`src/rtl/fsd_pkg.sv`:
```
package fsd_pkg;

  // Bit expected at frame position pos; the first-arrived bit is the MSB.
  function automatic logic pattern_bit(input logic [31:0] pat,
                                       input int unsigned pos,
                                       input int unsigned len);
    logic [4:0] idx;
    idx = 5'(len - 1 - pos);
    return pat[idx];
  endfunction

  // Position of the last bit in a frame of length len.
  function automatic int unsigned last_pos(input int unsigned len);
    return len - 1;
  endfunction

endpackage

```
`src/rtl/fsd_frame_counter.sv`:
```
module fsd_frame_counter #(
  parameter int unsigned FRAME_LEN = 4,
  localparam int unsigned POS_W = (FRAME_LEN > 1) ? $clog2(FRAME_LEN) : 1
) (
  input  logic             clk,
  input  logic             rst,
  input  logic             bit_valid,
  output logic [POS_W-1:0] pos,
  output logic             at_last,
  output logic             at_first
);
  import fsd_pkg::*;

  localparam logic [POS_W-1:0] LAST = POS_W'(last_pos(FRAME_LEN));

  assign at_last  = (pos == LAST);
  assign at_first = (pos == '0);

  always_ff @(posedge clk) begin
    if (rst)
      pos <= '0;
    else if (bit_valid)
      pos <= at_last ? '0 : pos + 1'b1;
  end


  pos_wrap_chk: assert property (@(posedge clk) disable iff (rst)
    (bit_valid && at_last) |=> at_first);


  pos_hold_chk: assert property (@(posedge clk) disable iff (rst)
    !bit_valid |=> $stable(pos));

endmodule

```
`src/rtl/fsd_pattern_tracker.sv`:
```
module fsd_pattern_tracker #(
  parameter int unsigned FRAME_LEN = 4,
  parameter logic [FRAME_LEN-1:0] PATTERN = '0,
  localparam int unsigned POS_W = (FRAME_LEN > 1) ? $clog2(FRAME_LEN) : 1
) (
  input  logic             clk,
  input  logic             rst,
  input  logic             bit_valid,
  input  logic             x_in,
  input  logic [POS_W-1:0] pos,
  input  logic             at_last,
  input  logic             at_first,
  output logic             hit
);
  import fsd_pkg::*;

  logic alive;
  logic expected;

  assign expected = pattern_bit(32'(PATTERN), 32'(pos), FRAME_LEN);
  assign hit      = alive && (x_in == expected);

  always_ff @(posedge clk) begin
    if (rst)
      alive <= 1'b1;
    else if (bit_valid)
      alive <= at_last ? 1'b1 : hit;
  end


  fresh_frame_chk: assert property (@(posedge clk) disable iff (rst)
    at_first |-> alive);

endmodule

```
`src/rtl/framed_seq_detector.sv`:
```
module framed_seq_detector #(
  parameter int unsigned FRAME_LEN = 4,
  parameter int unsigned NUM_PAT   = 2,
  parameter logic [NUM_PAT*FRAME_LEN-1:0] PATTERNS = {4'b1001, 4'b0101}
) (
  input  logic clk,
  input  logic rst,
  input  logic bit_valid,
  input  logic x_in,
  output logic z_out
);
  localparam int unsigned POS_W = (FRAME_LEN > 1) ? $clog2(FRAME_LEN) : 1;

  logic [POS_W-1:0]   pos;
  logic               at_last;
  logic               at_first;
  logic [NUM_PAT-1:0] hits;
  logic               frame_end;

  fsd_frame_counter #(.FRAME_LEN(FRAME_LEN)) cnt_i (
    .clk(clk), .rst(rst), .bit_valid(bit_valid),
    .pos(pos), .at_last(at_last), .at_first(at_first)
  );

  for (genvar g = 0; g < NUM_PAT; g++) begin : g_trk
    fsd_pattern_tracker #(
      .FRAME_LEN(FRAME_LEN),
      .PATTERN(PATTERNS[g*FRAME_LEN +: FRAME_LEN])
    ) trk_i (
      .clk(clk), .rst(rst), .bit_valid(bit_valid), .x_in(x_in),
      .pos(pos), .at_last(at_last), .at_first(at_first), .hit(hits[g])
    );
  end

  assign frame_end = !rst && bit_valid && at_last;
  assign z_out     = frame_end && (|hits);


  z_only_last_chk: assert property (@(posedge clk) disable iff (rst)
    z_out |-> (bit_valid && at_last));


  z_then_restart_chk: assert property (@(posedge clk) disable iff (rst)
    z_out |=> at_first);


  z_idle_low_chk: assert property (@(posedge clk) disable iff (rst)
    !bit_valid |-> !z_out);

endmodule

```
`config.mk`:
```
export PLATFORM = sky130hd
export DESIGN_NAME = framed_seq_detector
export DESIGN_NICKNAME = d
export VERILOG_FILES = /design/src/rtl/fsd_pkg.sv /design/src/rtl/fsd_frame_counter.sv /design/src/rtl/fsd_pattern_tracker.sv /design/src/rtl/framed_seq_detector.sv
export SDC_FILE = /design/constraint.sdc
export NUM_CORES = 1
export LEC_CHECK = 0
export BUFFER_PORTS_ARGS = -buffer_cell sky130_fd_sc_hd__buf_2
export CORE_AREA = 2 2 39 41
export CTS_CLUSTER_SIZE = 40
export DETAILED_ROUTE_END_ITERATION = 7
export DIE_AREA = 0 0 41 43
export HOLD_SLACK_MARGIN = 0.05
export PLACE_DENSITY = 0.39
export SYNTH_ARGS = -nofsm -noshare
export SYNTH_HDL_FRONTEND = slang
export SYNTH_SLANG_ARGS = --single-unit
```
`constraint.sdc`:
```
create_clock -name clk -period 1.5 [get_ports clk]
set_input_delay 0.075 -clock clk [delete_from_list [all_inputs] [get_ports clk]]
set_output_delay 0.075 -clock clk [all_outputs]
set_load 0.005 [all_outputs]
```
==> results.md <==
- The flow ran to the end, and the final reports show no timing, DRC or antenna violations.
- The number of iterations in the first detailed-routing pass is 2.
- The largest family of logic cells by synthesized area is simple AND/OR/NAND/NOR gates.
- The compound-cell area share of the yosys netlist is 18.93%.
- Dividing the detail-routed wire length by the instance count gives 9.535 um.
- On the final layout, the worst clock skew is 0.002185 ns.
- Setup violations remaining at the end of the flow were counted as 0.
- In this run, CTS created clock tree buffers numbering 3.
- Across the run, the number of max-cap violations was 0.
- The library cells used most frequently in the layout, excluding fill and tap cells, are sky130_fd_sc_hd__dfxtp_1 (4), sky130_fd_sc_hd__buf_2 (4), sky130_fd_sc_hd__clkbuf_4 (3).
- The wire length of the first global-routing pass is 662 um.
- Setup repair after global routing left no endpoint under its margin.
- The netlist uses 15 different library cells.
- In this run the remaining antenna-violating nets after routing total 0.
- The critical path start-end classification is register to output port.
- Derived from the worst setup path, the maximum achievable clock frequency is 702.3 MHz.
- The pin count of the biggest net entering global routing is 9.
- The count of yosys warnings during synthesis is 0.
- After synthesis the netlist holds a flip-flop and latch count of 4.
- Clock tree synthesis selected as its root buffer the cell sky130_fd_sc_hd__clkbuf_4.
- During placement, the flow inserted port buffers numbering 4.
- In this design, the stage delay of the slowest critical-path cell is 0.37 ns.
- Summing the areas of all and, or, nand and nor instances in the mapped netlist gives 20.71% of the synthesized area.
- The final count of pins violating max slew came to 0.
- Setup total negative slack on the finished layout was measured at 0 ns.
- The master of the slowest instance on the critical path is sky130_fd_sc_hd__dfxtp_1.
- The post-detailed-route DRC marker count is 0.
- The family of cells with the greatest summed delay on the critical path is flip-flops.
- The count of boundary I/O pins is 5.
- The number of setup buffers added after CTS is 0.
- The total power after layout is 300.9 uW.
- After floorplanning, the core was sized to cover 1384 um2.
- The average footprint of a synthesized cell is 10.07 um2.
- Row generation in the floorplan step produced 14 rows.
- The least setup slack across all paths after layout is 0.07601 ns.
- For the worst setup path, the data arrival time is 1.35 ns.
- The post-synthesis instance area is 211.5 um2.
- The ratio of final minimum period to clock period is 94.93%.
- Of the total synthesized cell area, the portion taken by full adders, half adders and majority gates is 5.917%.
- The number of global-route vias before repair is 170.
- Data on the critical path is required at its endpoint by 1.42 ns.
- The clock latency reported for the late side of the worst-skew pair is 0.23 ns.
- The tree built by TritonCTS fans out to 4 sinks.
- STA classifies the critical path endpoint as an output port.
- At the pin with the least slew margin, the transition time is 0.2395 ns.
- Summed over all cells, the static leakage comes to 0.0001056 uW.
- The number of failing hold endpoints at the final stage is 0.
- Compared with the post-synthesis result, the final layout area differs by 26.04%.
- In this run the horizontal extent of the chip is 41 um.
- The placement-stage worst setup slack is 0.3375 ns.
- The number of cells produced by synthesis is 21.
- The top fanout value on the critical path is 4.
- After routing the design area is 266.5 um2.
- Using the TritonRoute via totals, the vias-per-cell ratio works out to 4.349.
- Of the total synthesized cell area, the portion taken by XOR and XNOR cells is 8.284%.
- Of the cells placed in the final design, the portion with a size suffix greater than 1 is 29.63%.
- The total congestion overflow is 0.
- The post-cts sizing count is 0.
- The number of hold buffers added after CTS is 0.
- Across every metal layer, demand over resource in global routing totals 6.112%.
- The mux contribution to synthesized area is 4.734%.
- The element type at the critical path start is a register.
- The post-synthesis sequential area ratio is 37.87%.
- The routed design has 410 um of wire.
- The number of placed instances, taps included is 40.
- The congestion estimate from routability-driven global placement came to 0.6767.
- The number of DRC markers in iteration 0 is 7.
- The clock transition at the register clock pins on the worst setup and hold paths after CTS is 0.04 ns.
- The worst-case IR drop observed on VDD is 0.3127 mV.
- The die area is 1763 um2.
- CTS built an H-tree with a depth of 1.
- TritonCTS built the clock tree.
- The number of cells in the finished layout apart from fillers is 43.
- The initial antenna violation count is 0.
- The number of buffers and inverters on the critical path is 1.
- The starting density of the core is 15.28%.
- From bottom edge to top edge, the die measures 43 um.
- Headroom to the max-slew limit came out at 84.00%.
- For the finished layout, the period the worst path requires is 1.424 ns.
- The overall via count from detail_route is 187.
- The final net count is 34.
- The largest buffer count on any clock path is 2.
- The number of antenna repair diodes is 0.
- The worst min-delay path class is input pin to register.
- The areal power density over the cells is 1129 nW/um2.
- Synthesis produced a netlist with a net count of 26.
- The signal on the critical path passes through ha_1, xnor2_1, o22ai_1, buf_2.
- The instance area at placement is 244.0 um2.
cell usage after synthesis (all sizes together):
library cell,n,share of area (%)
a211oi,2,7.1
nand2b,1,3.0
o22ai,1,3.0
or3b,1,4.1
nor2,1,1.8
nand4b,2,8.3
xor2,1,4.1
a21oi,3,8.9
xnor2,1,4.1
mux2i,1,4.7
nor3b,1,3.6
buf,1,3.6
dfxtp,4,38
ha,1,5.9
state kept, by name, indices dropped and copies added, names as in the netlist:
signal             flops
g_trk.trk_i.alive      2
cnt_i.pos              2
worst register-to-register path, delay by kind of cell (launching register included):
kind	cells	cell delay (ns)
AO/OA/AOI/OAI	1	0.11
adder cells (fa/ha/maj)	1	0.26
flip-flops	1	0.33
AND/OR/NAND/NOR	1	0.38
cell type report:
| cell class | count | area (um2) |
|---|---|---|
| fillers | 154 | 1117 |
| multi-input cells | 16 | 123.9 |
| well taps | 16 | 20.02 |
| flip-flops and latches | 4 | 80.08 |
| repair buffers | 4 | 20.02 |
| clock buffers | 3 | 22.52 |
per-stage QoR:
stage / hold WS (ns) / util [%]
after detailed placement: 0.3168 / 17.63
after global placement: 0.3156 / 17.63
final: 0.07962 / 19.26
after global routing: 0.08419 / 19.26
after floorplan: 0.1374 / -
after CTS: 0.06635 / 19.26
kinds of logic (layout without fill, tap and decap cells):
| kind of cell | Yosys count | after routing |
|---|---|---|
| buffers and inverters | 1 | 7 |
| XOR/XNOR | 2 | 2 |
| AND/OR/NAND/NOR | 6 | 6 |
| AO/OA/AOI/OAI | 6 | 6 |
| multiplexers | 1 | 1 |
| flip-flops | 4 | 4 |
| adder cells (fa/ha/maj) | 1 | 1 |
layer usage:
metal | GRT usage, % | part of all wire [%] | vias to the layer above
li1 | - | - | 93
met1 | 7.029 | 51 | 90
met2 | 6.563 | 43 | 4
met3 | 3.141 | 5.6 | 0
met4 | 8.000 | 0 | 0
met5 | 0 | 0 | -
path summary, 6_finish.rpt:
| kind | from | end | slack, ns | cells past startpoint |
|---|---|---|---|---|
| worst max-delay path | cnt_i.pos[0]$_SDFFE_PP0P_ | z_out | 0.08 | 4 |
| worst min-delay path | rst | cnt_i.pos[0]$_SDFFE_PP0P_ | 0.08 | 2 |
| worst max register to register | cnt_i.pos[0]$_SDFFE_PP0P_ | cnt_i.pos[0]$_SDFFE_PP0P_ | 0.35 | 3 |
| worst min register to register | cnt_i.pos[1]$_SDFFE_PP0P_ | cnt_i.pos[1]$_SDFFE_PP0P_ | 0.50 | 2 |
power by group:
group	switching, uW	internal (uW)
clock network	43.8	89.5
logic	22.3	20.5
registers	6.59	118
total	72.7	228
No activity file was read; power rests on OpenSTA's default activity.
